`src/rtl/sdram_init_pkg.sv`:
```
package sdram_init_pkg;

  typedef enum logic [3:0] {
    CMD_LMR = 4'b0000,
    CMD_REF = 4'b0001,
    CMD_PRE = 4'b0010,
    CMD_NOP = 4'b0111
  } cmd_e;

  typedef enum logic [3:0] {
    ST_PWR, ST_PRE, ST_TRP, ST_REF1, ST_TRC1,
    ST_REF2, ST_TRC2, ST_LMR, ST_TMRD, ST_DONE, ST_ERR
  } st_e;

  function automatic int unsigned ns_to_cyc(input int unsigned ns, input int unsigned mhz);
    int unsigned c;
    c = (ns * mhz + 999) / 1000;
    return (c == 0) ? 1 : c;
  endfunction

  function automatic int unsigned umax(input int unsigned a, input int unsigned b);
    return (a > b) ? a : b;
  endfunction

endpackage

```
`src/rtl/init_rst_sync.sv`:
```
module init_rst_sync (
  input  logic clk,
  input  logic rst_n,
  output logic rst_sync_n
);
  logic [1:0] sync_q;

  always_ff @(posedge clk or negedge rst_n) begin
    if (!rst_n) sync_q <= 2'b00;
    else        sync_q <= {sync_q[0], 1'b1};
  end

  assign rst_sync_n = sync_q[1];
endmodule

```
`src/rtl/init_wait_timer.sv`:
```
module init_wait_timer #(
  parameter int unsigned W       = 8,
  parameter int unsigned RST_VAL = 1
) (
  input  logic         clk,
  input  logic         rst_n,
  input  logic         load_i,
  input  logic [W-1:0] load_val_i,
  input  logic         dec_i,
  output logic         last_o
);
  logic [W-1:0] cnt_q, cnt_d;
  logic         cnt_en;

  assign cnt_en = load_i | dec_i;

  always_comb begin
    cnt_d = cnt_q;
    if (load_i)     cnt_d = load_val_i;
    else if (dec_i) cnt_d = cnt_q - 1'b1;
  end

  always_ff @(posedge clk or negedge rst_n) begin
    if (!rst_n)      cnt_q <= W'(RST_VAL);
    else if (cnt_en) cnt_q <= cnt_d;
  end

  assign last_o = (cnt_q == W'(1));


  cnt_underflow_chk: assert property (@(posedge clk) disable iff (!rst_n)
    dec_i |-> (cnt_q != '0));
endmodule

```
`src/rtl/init_mode_word.sv`:
```
module init_mode_word (
  input  logic [2:0]  burst_len_i,
  input  logic        burst_type_i,
  input  logic [2:0]  cas_lat_i,
  input  logic        wr_single_i,
  output logic [11:0] word_o,
  output logic        legal_o
);
  logic cas_ok, len_ok;

  assign cas_ok  = (cas_lat_i == 3'b010) || (cas_lat_i == 3'b011);
  assign len_ok  = !burst_len_i[2] || ((burst_len_i == 3'b111) && !burst_type_i);
  assign legal_o = cas_ok && len_ok;

  assign word_o = {2'b00, wr_single_i, 2'b00, cas_lat_i, burst_type_i, burst_len_i};
endmodule

```
`src/rtl/sdram_init_seq.sv`:
```
module sdram_init_seq
  import sdram_init_pkg::*;
#(
  parameter int unsigned CLK_MHZ   = 100,
  parameter int unsigned PWRUP_NS  = 100000,
  parameter int unsigned TRP_NS    = 20,
  parameter int unsigned TRC_NS    = 70,
  parameter int unsigned TMRD_NS   = 15
) (
  input  logic        clk,
  input  logic        rst_n,
  input  logic [2:0]  burst_len_i,
  input  logic        burst_type_i,
  input  logic [2:0]  cas_lat_i,
  input  logic        wr_single_i,
  output logic        cke_o,
  output logic        cs_n_o,
  output logic        ras_n_o,
  output logic        cas_n_o,
  output logic        we_n_o,
  output logic [11:0] addr_o,
  output logic [1:0]  ba_o,
  output logic        done_o,
  output logic        err_o
);
  localparam int unsigned N_PWR = ns_to_cyc(PWRUP_NS, CLK_MHZ);
  localparam int unsigned N_RP  = ns_to_cyc(TRP_NS, CLK_MHZ);
  localparam int unsigned N_RC  = ns_to_cyc(TRC_NS, CLK_MHZ);
  localparam int unsigned N_MRD = ns_to_cyc(TMRD_NS, CLK_MHZ);
  localparam int unsigned N_MAX = umax(umax(N_PWR, N_RP), umax(N_RC, N_MRD));
  localparam int unsigned CW    = $clog2(N_MAX + 1);
  localparam logic RP_WAIT  = (N_RP  > 1);
  localparam logic RC_WAIT  = (N_RC  > 1);
  localparam logic MRD_WAIT = (N_MRD > 1);

  logic          rst_sync_n;
  st_e           st_q, st_d;
  cmd_e          cmd_d;
  logic [3:0]    cmd_q;
  logic [11:0]   addr_d, addr_q;
  logic          done_q, err_q, cke_q;
  logic          tmr_load, tmr_dec, tmr_last;
  logic [CW-1:0] tmr_val;
  logic [11:0]   mode_word;
  logic          mode_legal;

  init_rst_sync i_rst_sync (
    .clk        (clk),
    .rst_n      (rst_n),
    .rst_sync_n (rst_sync_n)
  );

  init_wait_timer #(.W(CW), .RST_VAL(N_PWR)) i_timer (
    .clk        (clk),
    .rst_n      (rst_sync_n),
    .load_i     (tmr_load),
    .load_val_i (tmr_val),
    .dec_i      (tmr_dec),
    .last_o     (tmr_last)
  );

  init_mode_word i_mode (
    .burst_len_i  (burst_len_i),
    .burst_type_i (burst_type_i),
    .cas_lat_i    (cas_lat_i),
    .wr_single_i  (wr_single_i),
    .word_o       (mode_word),
    .legal_o      (mode_legal)
  );

  // Next-state and command decode
  always_comb begin
    st_d     = st_q;
    cmd_d    = CMD_NOP;
    addr_d   = '0;
    tmr_load = 1'b0;
    tmr_dec  = 1'b0;
    tmr_val  = '0;
    unique case (st_q)
      ST_PWR: begin
        tmr_dec = 1'b1;
        if (tmr_last) st_d = ST_PRE;
      end
      ST_PRE: begin
        cmd_d      = CMD_PRE;
        addr_d[10] = 1'b1;
        tmr_val    = CW'(N_RP - 1);
        tmr_load   = RP_WAIT;
        st_d       = RP_WAIT ? ST_TRP : ST_REF1;
      end
      ST_TRP: begin
        tmr_dec = 1'b1;
        if (tmr_last) st_d = ST_REF1;
      end
      ST_REF1: begin
        cmd_d    = CMD_REF;
        tmr_val  = CW'(N_RC - 1);
        tmr_load = RC_WAIT;
        st_d     = RC_WAIT ? ST_TRC1 : ST_REF2;
      end
      ST_TRC1: begin
        tmr_dec = 1'b1;
        if (tmr_last) st_d = ST_REF2;
      end
      ST_REF2: begin
        cmd_d    = CMD_REF;
        tmr_val  = CW'(N_RC - 1);
        tmr_load = RC_WAIT;
        if (RC_WAIT)         st_d = ST_TRC2;
        else if (mode_legal) st_d = ST_LMR;
        else                 st_d = ST_ERR;
      end
      ST_TRC2: begin
        tmr_dec = 1'b1;
        if (tmr_last) st_d = mode_legal ? ST_LMR : ST_ERR;
      end
      ST_LMR: begin
        cmd_d    = CMD_LMR;
        addr_d   = mode_word;
        tmr_val  = CW'(N_MRD - 1);
        tmr_load = MRD_WAIT;
        st_d     = MRD_WAIT ? ST_TMRD : ST_DONE;
      end
      ST_TMRD: begin
        tmr_dec = 1'b1;
        if (tmr_last) st_d = ST_DONE;
      end
      ST_DONE: st_d = ST_DONE;
      ST_ERR:  st_d = ST_ERR;
      default: st_d = ST_ERR;
    endcase
  end

  // State and output registers
  always_ff @(posedge clk or negedge rst_sync_n) begin
    if (!rst_sync_n) begin
      st_q   <= ST_PWR;
      cmd_q  <= CMD_NOP;
      addr_q <= '0;
      done_q <= 1'b0;
      err_q  <= 1'b0;
      cke_q  <= 1'b1;
    end else begin
      st_q   <= st_d;
      cmd_q  <= cmd_d;
      addr_q <= addr_d;
      done_q <= (st_q == ST_DONE);
      err_q  <= (st_q == ST_ERR);
      cke_q  <= 1'b1;
    end
  end

  assign cke_o   = cke_q;
  assign cs_n_o  = cmd_q[3];
  assign ras_n_o = cmd_q[2];
  assign cas_n_o = cmd_q[1];
  assign we_n_o  = cmd_q[0];
  assign addr_o  = addr_q;
  assign ba_o    = 2'b00;
  assign done_o  = done_q;
  assign err_o   = err_q;


  done_sticky_chk: assert property (@(posedge clk) disable iff (!rst_sync_n)
    done_o |=> done_o);


  err_sticky_chk: assert property (@(posedge clk) disable iff (!rst_sync_n)
    err_o |=> err_o);


  flags_excl_chk: assert property (@(posedge clk) disable iff (!rst_sync_n)
    !(done_o && err_o));


  lmr_legal_chk: assert property (@(posedge clk) disable iff (!rst_sync_n)
    (cmd_q == CMD_LMR) |-> mode_legal);


  err_quiet_chk: assert property (@(posedge clk) disable iff (!rst_sync_n)
    err_o |-> (cmd_q == CMD_NOP));


  done_quiet_chk: assert property (@(posedge clk) disable iff (!rst_sync_n)
    done_o |-> (cmd_q == CMD_NOP));
endmodule

```
`config.mk`:
```
export PLATFORM = sky130hd
export DESIGN_NAME = sdram_init_seq
export DESIGN_NICKNAME = d
export VERILOG_FILES = /design/src/rtl/sdram_init_pkg.sv /design/src/rtl/init_rst_sync.sv /design/src/rtl/init_wait_timer.sv /design/src/rtl/init_mode_word.sv /design/src/rtl/sdram_init_seq.sv
export SDC_FILE = /design/constraint.sdc
export NUM_CORES = 1
export LEC_CHECK = 0
export BUFFER_PORTS_ARGS = -buffer_cell sky130_fd_sc_hd__buf_4
export CAP_MARGIN = 20
export CORE_ASPECT_RATIO = 1.2
export CORE_MARGIN = 2
export CORE_UTILIZATION = 28
export CTS_CLUSTER_SIZE = 30
export DETAILED_ROUTE_END_ITERATION = 16
export SYNTH_ARGS = -nofsm -noshare
export SYNTH_HDL_FRONTEND = slang
export SYNTH_SLANG_ARGS = --single-unit
```
`constraint.sdc`:
```
create_clock -name clk -period 1.1 [get_ports clk]
set_input_delay 0.055 -clock clk [delete_from_list [all_inputs] [get_ports clk]]
set_output_delay 0.055 -clock clk [all_outputs]
set_load 0.005 [all_outputs]
```
# Yosys cells after proc, flatten, opt, wreduce, memory -nomap -nowiden
# Index checks and enable logic that the tools add are counted.
totals:
  ff_bits: 37
  in_bits: 10
  elab_cells: 57
op_classes:
  n_addsub: 1
  n_eq_ne: 19
  mux: 15
  bitwise: 1
  reduce_logical: 14
ops:
  columns: ["cell", "count"]
  rows:
  - ["$pmux W4 S10", 1]
  - ["$mux W14", 2]
  - ["$mux W4", 6]
  - ["$eq A4 B3 Y1 const B", 4]
  - ["$eq A14 B1 Y1 const B", 1]
  - ["$sub A14 B1 Y14 const B", 1]
  - ["$eq A4 B4 Y1 const B", 3]
  - ["$mux W10", 1]
  - ["$ne A2 B1 Y1 const B", 5]
  - ["$pmux W3 S3", 1]
  - ["$eq A4 B2 Y1 const B", 2]
  - ["$eq A3 B2 Y1 const B", 2]
  - ["$pmux W3 S2", 1]
  - ["$reduce_and A5 Y1", 1]
  - ["$reduce_or A5 Y1", 1]
  - ["$eq A4 B1 Y1 const B", 1]
  - ["$logic_not A4 Y1", 1]
  - ["$reduce_or A2 Y1", 2]
  - ["$reduce_or A4 Y1", 1]
  - ["$eq A3 B3 Y1 const B", 1]
  - ["$mux W1", 3]
  - ["$logic_and A1 B1 Y1", 2]
  - ["$logic_not A1 Y1", 2]
  - ["$logic_or A1 B1 Y1", 2]
  - ["3 further kinds", 3]

# Longest topological paths before layout
logic_depth:
  ltp_word: 7
  mapped_depth: 6

# By module
# From an unflattened synthesis, not the netlist that was laid out.
hier_totals:
  cells_unflattened: 170
  area_unflattened_um2: 1824.2
by_module_without_submodules:
  columns: ["mod", "n_inst", "cells_per_inst", "area_each_um2"]
  rows:
  - ["sdram_init_seq", 1, 67, 832.0]
  - ["init_wait_timer", 1, 84, 825.8]
  - ["init_mode_word", 1, 16, 112.6]
  - ["init_rst_sync", 1, 3, 53.8]

# Worst setup path before layout
# No wires, ideal clock.
synth_path:
  kind: "reg-to-reg"
  from: "reg i_timer.cnt_q[0]"
  to: "reg i_timer.cnt_q[12]"
  setup_ns: 0.078
  arrival_time_ns: 1.584
  required_time_ns: 1.022
  path_slack_ns: -0.562
  stages_incl_launch_ff: 7
  path_buffers: 0
  period_less_slack_ns: 1.662
  cell_sequence: "dfrtp_1 inv_1 ha_1 nor3b_1 nand2_1 or3_1 a21oi_1"
synth_via:
  elab_chain_cells: 3
synth_lines:
  columns: ["element", "line", "source"]
  rows:
  - ["from (decl)", "init_wait_timer.sv:12", "logic [W-1:0] cnt_q, cnt_d;"]
  - ["from (signal assigned)", "init_wait_timer.sv:24", "if (!rst_n) cnt_q <= W'(RST_VAL);"]
  - ["from (signal assigned)", "init_wait_timer.sv:25", "else if (cnt_en) cnt_q <= cnt_d;"]
  - ["$sub A14 B1 Y14", "init_wait_timer.sv:20", "else if (dec_i) cnt_d = cnt_q - 1'b1;"]
  - ["$mux W14", "init_wait_timer.sv:20", null]
  - ["$mux W14", "init_wait_timer.sv:19", "if (load_i) cnt_d = load_val_i;"]
# Every way passes these cells. The select of a mux whose other input is x is not followed.
# A chain may end at the register's enable or synchronous reset.

# Worst setup path after layout
layout_path:
  from: "reg i_timer.cnt_q[5]"
  to: "reg i_timer.cnt_q[11]"
# The elaborated chain is that of the path after synthesis.

==> summary.md <==
| Metric | Value |
|---|---|
| Outcome | `finished with violations` |
| Failing checks | `negative setup slack` |
| WL/cell | `13.43 um` |
| CTS buffer count | `5` |
| Crit-path slowest cell | `or4_4` |
| Final period utilization | `145.6%` |
| CP max FO | `5` |
| Top_reg_cell synth | `dfrtp_1` |
| Placed cells | `290` |
| Initial DRC Count | `slightly above 80` |
| Area leader, netlist | `dfrtp_1` |
| Routed Wire Length | `4.433 mm` |
| Tot Pwr | `4.099 mW` |
| M1 GR Usage | `16.09%` |
| VDD IR max | `roughly 500 uV` |
| Non-filler instance count after layout | `330` |
| Distinct cells, synth | `44` |
| Final Hold Violating Endpoints | `0` |
| Worst Clk Skew | `0.007209 ns` |
| Syn Inst Count | `163` |
| Top-area cell type share of the netlist area | `38.92%` |
| Port Buffers | `23` |
| First drt pass iteration count | `4` |
| Worst Path Required | `1.32 ns` |
| Fin area | `2859 um2` |
| Met2 GRT Util | `24.38%` |
| Die Span Y | `88.64 um` |
| Pins Over Slew Limit | `0` |
| Hold Path Class | `in2async` |
| Clock sink count | `34` |
| Dpl cell area | `around 2200 um2` |
| Area grow syn2layout | `71.03%` |
| Critical-path cell list | `nor4_4 > buf_4 > nand2_4 > or4_4 > a21oi_2` |
| Endpoints failing setup | `30` |
| GRT Total Usage | `13.67%` |
| Total gr overflow | `0` |
| Global-route wire length before repair | `6.955 mm` |
| Vias | `1,509` |
| Crit-path leading delay family | `simple AND/OR/NAND/NOR gates` |
| Final GP Congestion | `0.7897` |
| DRC violations left | `0` |
| Pwr/cell area | `1434 nW/um2` |
| Crit path kind | `reg2reg` |
| Worst-path clk slew | `0.08 ns` |
| Vias per std cell | `4.573` |
| Clock tree buffer depth | `2` |
| Register bit count reported by yosys | `34` |
| Count leader, synth | `dfrtp_1` |
| Yosys Warn Count | `0` |
| Antenna viol nets, final | `0` |
| Setup TNS | `-6.379 ns` |
| Number of flops mapped to enable cells by yosys | `0` |
| Row cnt | `30` |
| Static leakage power | `1.275 nW` |
| Clock root buffer | `clkbuf_8` |
| Initial Util | `between 20 and 30%` |
| Post-synth ARST share | `between 90% and 100%` |
| Max Cap Viol | `0` |
| # H-tree levels | `2` |
| Core Area | `about 5700 um2` |
| Synthesized area per cell | `around 10 um2` |
| Final core occ | `about half` |
| Die footprint | `6607 um2` |
| Top cells by count, synth | `dfrtp_1, nand2_1, nor2_1` |
| CTS tree | `done` |
| Die W | `74.54 um` |
| Crit end category | `flip-flop` |
| Final Critical Period | `1.602 ns` |
| Mapped cell area | `1672 um2` |
| Achievable frequency | `~620 MHz` |
| Clock Latency Late Sink | `0.29 ns` |
| Seq/Total Area, Yosys | `51.50%` |
| Number of global-route vias before repair | `between 1,500 and 2,000` |
| Slowest cell delay on critical path | `0.47 ns` |
| Hpwl dp | `2.567 mm` |
| RSZ-0062 raised after global routing | `yes` |
| Largest net degree at the start of global routing | `33` |
| Diodes inserted | `0` |
| Crit path DAT | `roughly 1.8 ns` |
| Crit start category | `flip-flop` |
| Largest cells by area after synthesis | `dfrtp_1, dfstp_2, buf_4` |
| GR Util met3 | `3.189%` |
| Initial antenna violation count | `0` |
| Critical path buffers and inverters | `1` |
| IO Count | `31` |
| Share of layout cells above drive strength 1 | `56.00%` |
| Final setup margin | `-0.5015 ns` |
| Final Net Count | `around 260` |
| Busiest grt layer | `met2` |
power by group:
part | internal, mW | switching [mW] | total (mW) | leakage (nW)
sequential | 1.39 | 0.136 | 1.53 | 0.404
combinational | 0.656 | 0.506 | 1.16 | 0.803
clock | 0.908 | 0.498 | 1.41 | 0.0683
total | 2.96 | 1.14 | 4.10 | 1.28
final timing paths:
path / slack, ns / depth (start not counted) / to / startpoint
max: -0.50 / 5 / i_timer.cnt_q[11] / i_timer.cnt_q[5]
min: 0.07 / 2 / i_rst_sync.sync_q[0] / rst_n
max reg2reg: -0.50 / 5 / i_timer.cnt_q[11] / i_timer.cnt_q[5]
min reg2reg: 0.22 / 1 / done_o / i_rst_sync.sync_q[1]
max in group asynchronous: 0.62 / 1 / i_timer.cnt_q[8] / i_rst_sync.sync_q[1]
min in group clk: 0.27 / 5 / st_q[2] / cas_lat_i[2]
sequential cells by signal (all words and copies together), names as in the netlist:
name and flops:
addr_o 9, cmd_q 3, done_o 1, err_o 1, i_rst_sync.sync_q 2, i_timer.cnt_q 14, st_q 4
per-stage QoR:
stage,setup slack [ns],hold WS [ns]
3_5_place_dp,-0.4695,-0.1601
2_1_floorplan,-0.4152,-0.2406
3_3_place_gp,-0.4387,-0.1627
6_report,-0.5015,0.07162
4_1_cts,-0.4679,0.07139
5_1_grt,-0.5577,0.07924
kinds of logic after synthesis:
family	share of synthesized area [%]
xor+xnor	4.192
fa+ha+maj	1.497
other cells	0.4493
compound gates	13.40
simple gates	22.30
flops	51.50
buf+inv	6.662
cell type report:
class	count	area, um2
Timing Repair Buffer	88	788.3
Inverter	5	23.77
Tap cell	80	100.1
Multi-Input combinational cell	115	939.7
Sequential cell	34	869.6
Clock inverter	3	68.82
Clock buffer	5	68.82
Fill cell	516	2846
layout by cell type, fill, tap and decap left out, types with 5 or more instances in the layout:
cell            n
a21oi_1         5
dfrtp_2         7
nor2_1         11
dfrtp_1        19
buf_4          59
and2_1          8
dlygate4sd3_1   9
buf_6          16
nand2_1         9
xor2_1          6
o21ai_1         5
clkbuf_8        5
conb_1          8
dfstp_2         8
repair_timing:
item / in CTS / in global routing
gates cloned: 1 / 1
setup buffers: 19 / 7
endpoints found under the hold margin: 10 / 0
endpoints found under the setup margin: 31 / 32
pin swaps: 23 / 21
hold buffers: 9 / 0
gates resized for setup: 47 / 24
layer usage:
metal / share of wire [%] / routed length, um / vias to the layer above
met5: 0 / 0 / -
met3: 3.4 / 149 / 13
li1: - / - / 728
met4: 2.4 / 106 / 0
met1: 42 / 1844 / 733
met2: 53 / 2333 / 35
(Power assumes the default switching activity.)
